===== config.mk =====
export PLATFORM = sky130hd
export DESIGN_NAME = dbe_engine
export DESIGN_NICKNAME = d
export VERILOG_FILES = /design/src/rtl/dbe_pkg.sv /design/src/rtl/dbe_fifo.sv /design/src/rtl/dbe_pend.sv /design/src/rtl/dbe_engine.sv
export SDC_FILE = /design/constraint.sdc
export NUM_CORES = 2
export LEC_CHECK = 0
export CORE_MARGIN = 3
export CORE_UTILIZATION = 25
export DETAILED_ROUTE_END_ITERATION = 7
export PLACE_DENSITY = 0.4
export SYNTH_ARGS = -nofsm -noshare
export SYNTH_HDL_FRONTEND = slang
export SYNTH_HIERARCHICAL = 1
export SYNTH_SLANG_ARGS = --single-unit

===== constraint.sdc =====
create_clock -name clk -period 8.05 [get_ports clk]
set_clock_uncertainty 0.15 [all_clocks]
set_input_delay 1.2075 -clock clk [delete_from_list [all_inputs] [get_ports clk]]
set_output_delay 1.2075 -clock clk [all_outputs]
set_load 0.03 [all_outputs]

===== src/rtl/dbe_pkg.sv =====
package dbe_pkg;

    localparam logic [3:0] FTYPE_DOORBELL = 4'd10;

    typedef enum logic [1:0] {
        REG_CTRL = 2'd0,
        REG_DATA = 2'd1,
        REG_FILL = 2'd2,
        REG_TMO  = 2'd3
    } reg_sel_e;

    typedef enum logic [0:0] {
        ST_IDLE = 1'b0,
        ST_SEND = 1'b1
    } tx_state_e;

    typedef enum logic [1:0] {
        SRC_NONE = 2'd0,
        SRC_RESP = 2'd1,
        SRC_TMO  = 2'd2
    } cpl_src_e;

endpackage


===== src/rtl/dbe_fifo.sv =====
module dbe_fifo #(
    parameter int W     = 8,
    parameter int DEPTH = 16,
    localparam int CW   = $clog2(DEPTH + 1)
) (
    input  logic          clk,
    input  logic          rst_n,
    input  logic          push,
    input  logic [W-1:0]  din,
    input  logic          pop,
    output logic [W-1:0]  dout,
    output logic [CW-1:0] count,
    output logic          empty,
    output logic          full
);
    localparam int AW = (DEPTH > 1) ? $clog2(DEPTH) : 1;

    logic [W-1:0]  mem_q [DEPTH];
    logic [AW-1:0] wp_q, rp_q;
    logic [CW-1:0] cnt_q;
    logic          do_push, do_pop;

    function automatic logic [AW-1:0] bump(input logic [AW-1:0] p);
        return (p == AW'(DEPTH - 1)) ? '0 : p + 1'b1;
    endfunction

    assign do_push = push && (cnt_q != CW'(DEPTH));
    assign do_pop  = pop && (cnt_q != '0);

    always_ff @(posedge clk or negedge rst_n) begin
        if (!rst_n) begin
            wp_q  <= '0;
            rp_q  <= '0;
            cnt_q <= '0;
        end else begin
            if (do_push) wp_q <= bump(wp_q);
            if (do_pop)  rp_q <= bump(rp_q);
            cnt_q <= cnt_q + CW'(do_push) - CW'(do_pop);
        end
    end

    always_ff @(posedge clk) begin
        if (do_push) mem_q[wp_q] <= din;
    end

    assign dout  = mem_q[rp_q];
    assign count = cnt_q;
    assign empty = (cnt_q == '0);
    assign full  = (cnt_q == CW'(DEPTH));


    fifo_overrun_chk: assert property (@(posedge clk) disable iff (!rst_n)
        push |-> (cnt_q != CW'(DEPTH)));


    fifo_underrun_chk: assert property (@(posedge clk) disable iff (!rst_n)
        pop |-> (cnt_q != '0));

endmodule


===== src/rtl/dbe_pend.sv =====
module dbe_pend
    import dbe_pkg::*;
#(
    parameter int TAG_W = 4,
    parameter int PAY_W = 34,
    parameter int CNT_W = 16
) (
    input  logic             clk,
    input  logic             rst_n,
    input  logic [CNT_W-1:0] now,
    input  logic             alloc_en,
    input  logic [TAG_W-1:0] alloc_tag,
    input  logic [PAY_W-1:0] alloc_data,
    input  logic [CNT_W-1:0] alloc_lim,
    input  logic             rsp_valid,
    input  logic [TAG_W-1:0] rsp_tag,
    input  logic             rsp_err,
    output logic             tag_avail,
    output logic [TAG_W-1:0] free_tag,
    output logic             cpl_valid,
    output logic [TAG_W-1:0] cpl_tag,
    output logic [PAY_W-1:0] cpl_data,
    output logic             cpl_err,
    output logic             cpl_timeout
);
    localparam int NTAG = 1 << TAG_W;

    logic [NTAG-1:0]  used_q;
    logic [NTAG-1:0]  expired;
    logic [PAY_W-1:0] data_q  [NTAG];
    logic [CNT_W-1:0] start_q [NTAG];
    logic [CNT_W-1:0] lim_q   [NTAG];
    logic [TAG_W-1:0] tmo_tag, rel_tag;
    logic             rsp_hit;
    cpl_src_e         src;

    // Age of each entry is a modular difference, so counter wrap is harmless.
    generate
        for (genvar g = 0; g < NTAG; g++) begin : g_age
            logic [CNT_W-1:0] age;
            assign age        = now - start_q[g];
            assign expired[g] = used_q[g] && (age >= lim_q[g]);
        end
    endgenerate

    always_comb begin
        tmo_tag   = '0;
        free_tag  = '0;
        tag_avail = 1'b0;
        for (int i = NTAG - 1; i >= 0; i--) begin
            if (expired[i]) tmo_tag = TAG_W'(i);
            if (!used_q[i]) begin
                free_tag  = TAG_W'(i);
                tag_avail = 1'b1;
            end
        end
    end

    assign rsp_hit = rsp_valid && used_q[rsp_tag];

    // A matched response outranks a time-out; a missed expiry waits a cycle.
    always_comb begin
        if (rsp_hit) begin
            src     = SRC_RESP;
            rel_tag = rsp_tag;
        end else if (|expired) begin
            src     = SRC_TMO;
            rel_tag = tmo_tag;
        end else begin
            src     = SRC_NONE;
            rel_tag = tmo_tag;
        end
    end

    always_ff @(posedge clk or negedge rst_n) begin
        if (!rst_n) begin
            used_q <= '0;
        end else begin
            if (alloc_en)         used_q[alloc_tag] <= 1'b1;
            if (src != SRC_NONE)  used_q[rel_tag]   <= 1'b0;
        end
    end

    always_ff @(posedge clk) begin
        if (alloc_en) begin
            data_q[alloc_tag]  <= alloc_data;
            start_q[alloc_tag] <= now;
            lim_q[alloc_tag]   <= alloc_lim;
        end
    end

    always_ff @(posedge clk or negedge rst_n) begin
        if (!rst_n) begin
            cpl_valid   <= 1'b0;
            cpl_tag     <= '0;
            cpl_data    <= '0;
            cpl_err     <= 1'b0;
            cpl_timeout <= 1'b0;
        end else begin
            cpl_valid <= (src != SRC_NONE);
            if (src != SRC_NONE) begin
                cpl_tag     <= rel_tag;
                cpl_data    <= data_q[rel_tag];
                cpl_err     <= (src == SRC_RESP) && rsp_err;
                cpl_timeout <= (src == SRC_TMO);
            end
        end
    end

    logic [CNT_W-1:0] chk_age;
    assign chk_age = now - start_q[cpl_tag] - 1'b1;


    alloc_free_chk: assert property (@(posedge clk) disable iff (!rst_n)
        alloc_en |-> !used_q[alloc_tag]);


    cpl_release_chk: assert property (@(posedge clk) disable iff (!rst_n)
        cpl_valid |-> !used_q[cpl_tag]);


    stray_rsp_chk: assert property (@(posedge clk) disable iff (!rst_n)
        (rsp_valid && !used_q[rsp_tag] && !(|expired)) |=> !cpl_valid);


    tmo_age_chk: assert property (@(posedge clk) disable iff (!rst_n)
        (cpl_valid && cpl_timeout) |-> (chk_age >= lim_q[cpl_tag]));

endmodule


===== src/rtl/dbe_engine.sv =====
module dbe_engine
    import dbe_pkg::*;
#(
    parameter int PRIO_W    = 2,
    parameter int DEST_W    = 16,
    parameter int INFO_W    = 16,
    parameter int TAG_W     = 4,
    parameter int QLIMIT    = 16,
    parameter int CNT_W     = 16,
    parameter int TMO_RESET = 1000
) (
    input  logic                     clk,
    input  logic                     rst_n,
    input  logic [1:0]               reg_addr,
    input  logic                     reg_wr,
    input  logic [DEST_W+INFO_W-1:0] reg_wdata,
    output logic [DEST_W+INFO_W-1:0] reg_rdata,
    output logic                     reg_waitreq,
    output logic                     pkt_valid,
    input  logic                     pkt_ready,
    output logic [3:0]               pkt_ftype,
    output logic [PRIO_W-1:0]        pkt_prio,
    output logic [DEST_W-1:0]        pkt_dest,
    output logic [INFO_W-1:0]        pkt_info,
    output logic [TAG_W-1:0]         pkt_tag,
    input  logic                     rsp_valid,
    input  logic [TAG_W-1:0]         rsp_tag,
    input  logic                     rsp_err,
    output logic                     cpl_valid,
    output logic [TAG_W-1:0]         cpl_tag,
    output logic [PRIO_W-1:0]        cpl_prio,
    output logic [DEST_W-1:0]        cpl_dest,
    output logic [INFO_W-1:0]        cpl_info,
    output logic                     cpl_err,
    output logic                     cpl_timeout
);
    localparam int REG_W  = DEST_W + INFO_W;
    localparam int REQ_W  = PRIO_W + DEST_W + INFO_W;
    localparam int FILL_W = $clog2(QLIMIT + 1);

    reg_sel_e          sel;
    logic [PRIO_W-1:0] prio_q;
    logic [CNT_W-1:0]  tmo_q;
    logic [CNT_W-1:0]  now_q;
    logic              data_wr, push_stg, move, launch, handshake;
    logic [REQ_W-1:0]  stg_dout, tx_dout, cpl_word;
    logic [FILL_W-1:0] stg_cnt, tx_cnt, fill;
    logic              stg_empty, stg_full, tx_empty, tx_full;
    logic              tag_avail;
    logic [TAG_W-1:0]  free_tag;
    tx_state_e         st_q, st_d;

    assign sel         = reg_sel_e'(reg_addr);
    assign data_wr     = reg_wr && (sel == REG_DATA);
    assign fill        = stg_cnt + tx_cnt;
    assign reg_waitreq = data_wr && (fill == FILL_W'(QLIMIT));
    assign push_stg    = data_wr && !reg_waitreq;
    assign move        = !stg_empty && !tx_full;

    // Register file: priority and time-out value
    always_ff @(posedge clk or negedge rst_n) begin
        if (!rst_n) begin
            prio_q <= '0;
            tmo_q  <= CNT_W'(TMO_RESET);
        end else if (reg_wr) begin
            if (sel == REG_CTRL) prio_q <= reg_wdata[PRIO_W-1:0];
            if (sel == REG_TMO)  tmo_q  <= reg_wdata[CNT_W-1:0];
        end
    end

    always_comb begin
        unique case (sel)
            REG_CTRL: reg_rdata = REG_W'(prio_q);
            REG_DATA: reg_rdata = '0;
            REG_FILL: reg_rdata = REG_W'(fill);
            REG_TMO:  reg_rdata = REG_W'(tmo_q);
        endcase
    end

    // Shared free-running time base
    always_ff @(posedge clk or negedge rst_n) begin
        if (!rst_n) now_q <= '0;
        else        now_q <= now_q + 1'b1;
    end

    dbe_fifo #(.W(REQ_W), .DEPTH(QLIMIT)) stg_q_i (
        .clk(clk), .rst_n(rst_n),
        .push(push_stg), .din({prio_q, reg_wdata}),
        .pop(move), .dout(stg_dout),
        .count(stg_cnt), .empty(stg_empty), .full(stg_full)
    );

    dbe_fifo #(.W(REQ_W), .DEPTH(QLIMIT)) tx_q_i (
        .clk(clk), .rst_n(rst_n),
        .push(move), .din(stg_dout),
        .pop(launch), .dout(tx_dout),
        .count(tx_cnt), .empty(tx_empty), .full(tx_full)
    );

    // Issue state machine
    assign launch    = (st_q == ST_IDLE) && !tx_empty && tag_avail;
    assign handshake = (st_q == ST_SEND) && pkt_ready;

    always_ff @(posedge clk or negedge rst_n) begin
        if (!rst_n) st_q <= ST_IDLE;
        else        st_q <= st_d;
    end

    always_comb begin
        st_d = st_q;
        unique case (st_q)
            ST_IDLE: if (launch)    st_d = ST_SEND;
            ST_SEND: if (pkt_ready) st_d = ST_IDLE;
        endcase
    end

    always_ff @(posedge clk or negedge rst_n) begin
        if (!rst_n) begin
            pkt_prio <= '0;
            pkt_dest <= '0;
            pkt_info <= '0;
            pkt_tag  <= '0;
        end else if (launch) begin
            {pkt_prio, pkt_dest, pkt_info} <= tx_dout;
            pkt_tag <= free_tag;
        end
    end

    assign pkt_valid = (st_q == ST_SEND);
    assign pkt_ftype = FTYPE_DOORBELL;

    dbe_pend #(.TAG_W(TAG_W), .PAY_W(REQ_W), .CNT_W(CNT_W)) pend_i (
        .clk(clk), .rst_n(rst_n), .now(now_q),
        .alloc_en(handshake), .alloc_tag(pkt_tag),
        .alloc_data({pkt_prio, pkt_dest, pkt_info}), .alloc_lim(tmo_q),
        .rsp_valid(rsp_valid), .rsp_tag(rsp_tag), .rsp_err(rsp_err),
        .tag_avail(tag_avail), .free_tag(free_tag),
        .cpl_valid(cpl_valid), .cpl_tag(cpl_tag), .cpl_data(cpl_word),
        .cpl_err(cpl_err), .cpl_timeout(cpl_timeout)
    );

    assign {cpl_prio, cpl_dest, cpl_info} = cpl_word;


    no_overflow_chk: assert property (@(posedge clk) disable iff (!rst_n)
        fill <= FILL_W'(QLIMIT));


    hold_stable_chk: assert property (@(posedge clk) disable iff (!rst_n)
        (pkt_valid && !pkt_ready) |=> (pkt_valid && $stable(pkt_prio) &&
            $stable(pkt_dest) && $stable(pkt_info) && $stable(pkt_tag)));


    tag_gate_chk: assert property (@(posedge clk) disable iff (!rst_n)
        $rose(pkt_valid) |-> $past(tag_avail));

endmodule


; ---- After elaboration in Yosys (flattened, before gate mapping)
; Memories as Yosys holds them, arrays and structs flattened. A register that Yosys moved wholly into a read port is not among the register bits.
; Index checks and enable logic that the tools add are counted.
[word_totals]
word_cells = 204
n_memories = 5
mem_bits_rw = 2144
inputBits = 44
ff_bits = 88
output_inout_bits = 117
[op_classes]
n_reduce_logical = 46
n_addsub = 26
mux = 73
n_lt_le_gt_ge = 21
bitwise_logic = 4
n_eq_ne = 13
[memory_table]
columns = name, words, width, rd, rd_clocked_by_memory_dff, write_ports, line_no
row1 = pend_i.data_q, 16, 34, 1, 1, 1, dbe_pend.sv:30  ; logic [PAY_W-1:0] data_q [NTAG];
row2 = stg_q_i.mem_q, 16, 34, 1, 0, 1, dbe_fifo.sv:18  ; logic [W-1:0] mem_q [DEPTH];
row3 = tx_q_i.mem_q, 16, 34, 1, 1, 1, dbe_fifo.sv:18
row4 = pend_i.lim_q, 16, 16, 16, 0, 1, dbe_pend.sv:32  ; logic [CNT_W-1:0] lim_q [NTAG];
row5 = pend_i.start_q, 16, 16, 16, 0, 1, dbe_pend.sv:31  ; logic [CNT_W-1:0] start_q [NTAG];
[op_table]
columns = op, n
row1 = $ge A16 B16 Y1, 16
row2 = $sub A16 B16 Y16, 16
row3 = $mux W4, 37
row4 = $pmux W32 S4, 1
row5 = $mux W16, 2
row6 = $logic_and A1 B1 Y1, 31
row7 = $mux W1, 27
row8 = $add A16 B1 Y16 const B, 1
row9 = $add A4 B1 Y4 const B, 4
row10 = $and A16 B16 Y16, 1
row11 = $eq A4 B4 Y1 const B, 4
row12 = $not A16 Y16, 1
row13 = $or A16 B16 Y16, 1
row14 = $reduce_or A16 Y1, 1
row15 = $lt A4 B5 Y1 const B, 3
row16 = $add A5 B1 Y5, 2
row17 = $eq A5 B5 Y1 const B, 2
row18 = $logic_not A5 Y1, 2
row19 = $ne A5 B5 Y1 const B, 2
row20 = $reduce_bool A5 Y1, 2
row21 = $sub A5 B1 Y5, 2
row22 = $demux W1 S4, 2
row23 = $ge A4 B1 Y1 const B, 2
row24 = $eq A2 B2 Y1 const B, 3
row25 = other kinds (10), 18

; ---- Longest topological paths before layout
; An unclocked memory read counts as a cell.
[logic_depth]
word_depth = 28
ltp_mapped = 32
ltp_nobuf = 28

; ---- By module
; Netlist, hierarchy kept.
[by_module_without_submodules]
columns = module, n_inst, cells_each, seq_area_each_um2, area_per_inst_um2
row1 = dbe_pend, 1, 4441, 33136.8, 55927.4
row2 = dbe_fifo, 2, 922, 16661.0, 21167.8
row3 = dbe_engine, 1, 255, 1834.3, 3347.0

; ---- Least setup slack after synthesis
; OpenSTA, ideal clock, no wires.
[synth_path]
path_kind = register to register
start = register now_q[1]
end = register pend_i.cpl_data[14], read port of pend_i.data_q
synth_period_minus_slack_ns = 7.303
arrival_ns = 7.010
stages_incl_launch_ff = 27
slack_ns = 0.747
n_path_buf = 2
path_cell_list = dfrtp_1 > inv_1 > fa_1 > nor2b_1 > o21ai_0 > a21boi_0 > o21ai_0 > a21boi_0 > o21ai_0 > a21boi_0 > o21ai_0 > a21oi_1 > mux2i_1 > or4_1 > ha_1 > nand2_1 > o21ai_0 > a2111oi_0 > a31o_2 > nor4b_2 > nand4_1 > a41oi_1 > clkbuf_1 > buf_2 > mux2_2 > a21oi_1 > o221ai_1
[synth_via]
elab_chain_cells = 20
elab_cells_between_ends = 69
cone_classes = 16 x add/sub / 16 x order compare / 19 x mux / 18 x reduce/logical
[synth_rtl]
columns = item, line_no
row1 = from (decl), dbe_engine.sv:44  ; logic [CNT_W-1:0] now_q;
row2 = from (signal assigned), dbe_engine.sv:83  ; else now_q <= now_q + 1'b1;
row3 = $sub A16 B16 Y16, dbe_pend.sv:41  ; assign age = now - start_q[g];
row4 = $ge A16 B16 Y1, dbe_pend.sv:42  ; assign expired[g] = used_q[g] && (age >= lim_q[g]);
row5 = $logic_and A1 B1 Y1, dbe_pend.sv:42
row6 = $mux W4 (16 in a row), dbe_pend.sv:51  ; if (expired[i]) tmo_tag = TAG_W'(i);
row7 = $mux W4, dbe_pend.sv:63  ; if (rsp_hit) begin
row8 = to (decl), dbe_pend.sv:22  ; output logic [PAY_W-1:0] cpl_data,
; Several ways; a longest one is shown, not always the timed one.
; A chain may end at the register's enable or synchronous reset.

; ---- Final worst setup path
[layout_path]
start = register now_q[0]
end = register pend_i.cpl_data[31], read port of pend_i.data_q
; Same word-level chain as after synthesis.

==> run_results.csv <==
group,metric,value,unit
outcome,outcome,"complete, no violations",
synthesis,syn_area,102000,um^2
setup_path,critical_path_class,"reg2reg",
sta,setup_tns,0,ns
die,die_w,644,um
cts,cts-htree-levels,5,
routing,drtIter0Drc,3924,
synthesis,ys_seq_area_share,67.2,%
run,drv_cap,0,
synthesis,syn_avg_cell_area,15.5,um^2
sta,drv_slew,0,
routing,ant_nets,0,
routing,firstDrtPassIters,5,
pwr,p_per_area,328,nW/um^2
global_route,grt_overflow,0,
cells_and_area,area_growth,17.7,%
synthesis,synth_area_leader_cell,"edfxtp_1",
global_route,grt_max_degree,109,
cells_and_area,layout_commonest_cell,"edfxtp_1",
sta,rsz0062_at_grt,"no",
cts,cts_tree,"built",
sta,finalSetupViolCount,0,
sta,max_slew_margin,9.60,%
synthesis,netlist_instances,6540,
placement,dp_hpwl,182000,um
cts,clock_latency,0.91,ns
cells_and_area,layout_common_cells,"edfxtp_1 (2144), inv_1 (647), ha_1 (523), nand2_1 (328), nor2_1 (301)",
cts,cts.sinks,2300,
routing,route.vias.total,56879,
sta,post-route-period-util,93.0,%
cts,cts_buffers,281,
sta,timing.fmax,0.134,GHz
sta,worstMarginPinSlew,1.35,ns
routing,wire_per_inst,24.2,um
cts,cts_root_buf,"clkbuf_16",
sta,hold_viol_final,0,
routing,wirelength,306000,um
pwr,ir_worst_vdd,0.285,mV
pwr,power,39.2,mW
die,io_pins,161,
cells_and_area,final_layout_size_suffix_gt1_share,14.6,%
routing,drc,0,
global_route,grt_pass1_vias,58671,
synthesis,ys_types,100,
setup_path,critPathLaunchType,"flip-flop",
cts,cts.path.max_buffers,4,
synthesis,yosysWarnings,6,
die,die_y,644,um
setup_path,crit_slowest_cell,"a2111oi_0",
routing,via_per_inst,4.51,
hold_path,min_path_type,"in2async",
sta,finalHoldWorstSlack,0.199,ns
synthesis,synthArstFlopShare,6.78,%
synthesis,synthTopCellsByArea,"edfxtp_1 (63%), ha_1 (6.4%), mux4_2 (6.1%)",
cells_and_area,final_nets,7572,
synthesis,synth-seq-cells,2300,
synthesis,synth_edf_count,2144,
placement,placed_cell_area,111000,um^2
cts,clk_pin_slew,0.06,ns
pwr,p_leak,43.3,nW
die,core-area,404000,um^2
setup_path,crit_fanout,28,
setup_path,timing.critical_path.slowest_cell_delay,0.61,ns
global_route,antenna_found_initial,51,
placement,io_buffers,140,
setup_path,critical_path_required,8.67,ns
die,dieArea,414000,um^2
setup_path,end_kind,"flip-flop",
die,fp-row-count,233,
global_route,grt_pass1_wl,436000,um
setup_path,arrival,8.11,ns
global_route,grt_use_total,14.5,%
cts,holdBufCountCts,0,
cells_and_area,final_cell_area,120000,um^2
die,start_util,25.2,%
sta,min_period,7.48,ns
synthesis,synth-main-ff-cell,"edfxtp_1",
synthesis,yosysTopAreaCellShare,63.4,%
placement,gp_congestion,0.755,
## state kept, by name (all words and copies together), names as in the netlist, 2 cells and up
signal,count
stg_q_i/rp_q,4
pend_i/data_q,544
tx_q_i/count,5
pend_i/start_q,256
pend_i/cpl_tag,4
tmo_q,16
pkt_info,16
pend_i/used_q,16
pkt_tag,4
pend_i/cpl_data,34
pkt_prio,2
tx_q_i/mem_q,544
pkt_dest,16
prio_q,2
tx_q_i/wp_q,4
stg_q_i/count,5
stg_q_i/mem_q,544
pend_i/lim_q,256
stg_q_i/wp_q,4
now_q,16
tx_q_i/rp_q,4
## metrics by stage
stage               worst slack (ns)  std cells  util (%)
finish                         0.567      12621      29.6
global route                  0.0101      12602      29.6
CTS                           0.0491      12596      29.6
detailed placement            0.0656      12103      27.5
global placement              0.0375      12103      27.5
floorplan                      0.747       6558         -
## final cells by class
cell class                 instances  area, um^2
sequential                      2300       68300
fill                           40057      284000
clock buffer                     376        7620
clock inverter                   117         956
tap                             5405        6760
inverter                         650        2440
multi-input combinational       3395       30000
timing repair buffer             358        3470
antenna                           20        50.0
## timing repair
item / 4_1_cts / 5_1_grt
setup endpoints to repair: 0 / 34
setup buffers: 0 / 5
gates resized for setup: 0 / 1
endpoints found under the hold margin: 0 / 0
## cells by family (layout without fill, tap and decap cells)
| kind of cell | Yosys count | in the layout | share of synthesized area, % |
|---|---|---|---|
| muxes | 487 | 487 | 8.28 |
| AOI/OAI and AO/OA | 1044 | 1044 | 7.07 |
| adders and majority gates | 542 | 542 | 6.81 |
| xor gates and xnor gates | 230 | 230 | 1.98 |
| buffers and inverters | 863 | 1501 | 3.67 |
| and+or+nand+nor | 1072 | 1072 | 4.97 |
| DFF | 2300 | 2300 | 67.2 |
| other | 2 | 40 | 0.00739 |
## critical path, delay by kind of cell, from the launching register on
kind,cells,cell delay (ns)
XOR/XNOR,1,0.14
buffers and inverters,8,1.31
AO/OA/AOI/OAI,19,4.27
AND/OR/NAND/NOR,2,0.26
adder cells (fa/ha/maj),3,0.86
flip-flops,1,0.37
## synthesized netlist by cell type (all sizes together) (27+ instances only)
master	count
nor3	64
mux2i	145
nor2	324
o22ai	156
a311oi	27
inv	650
ha	523
o21ai	169
a21o	40
a21boi	44
xnor2	193
o22a	34
mux2	66
nand3	104
and2	53
dfrtp	150
and3	30
edfxtp	2144
a211oi	59
a31oi	33
mux4	276
nand2	330
xor2	37
o2111ai	30
a21oi	190
buf	135
clkbuf	78
nor2b	72
o21bai	49
## worst paths after layout
kind                                  endpoint  slack [ns]              start  depth (start not counted)
max reg2reg                pend_i/cpl_data[31]        0.57           now_q[0]                         33
min in group clk             pend_i/cpl_tag[3]        0.33  pend_i/cpl_tag[3]                          2
max in group asynchronous             now_q[9]        6.10              rst_n                          2
min                           pend_i/cpl_valid        0.20              rst_n                          1
max                        pend_i/cpl_data[31]        0.57           now_q[0]                         33
min reg2reg                  pend_i/cpl_tag[3]        0.33  pend_i/cpl_tag[3]                          2
## where the power goes
group          switching (mW)  leakage [nW]  internal (mW)
Clock                    4.99          4.21           7.02
Combinational            6.49          17.9           3.71
Sequential               1.25          21.2           15.7
Total                    12.7          43.3           26.4
## per-layer routing
metal  vias to the layer above  track usage, %  wire (um)
li1                      25886               -          -
met1                     29530            19.2     136000
met2                      1101            24.9     150000
met3                       344            2.36      14400
met4                        18            2.81       5310
met5                         -               0        133
(Power assumes the default switching activity.)
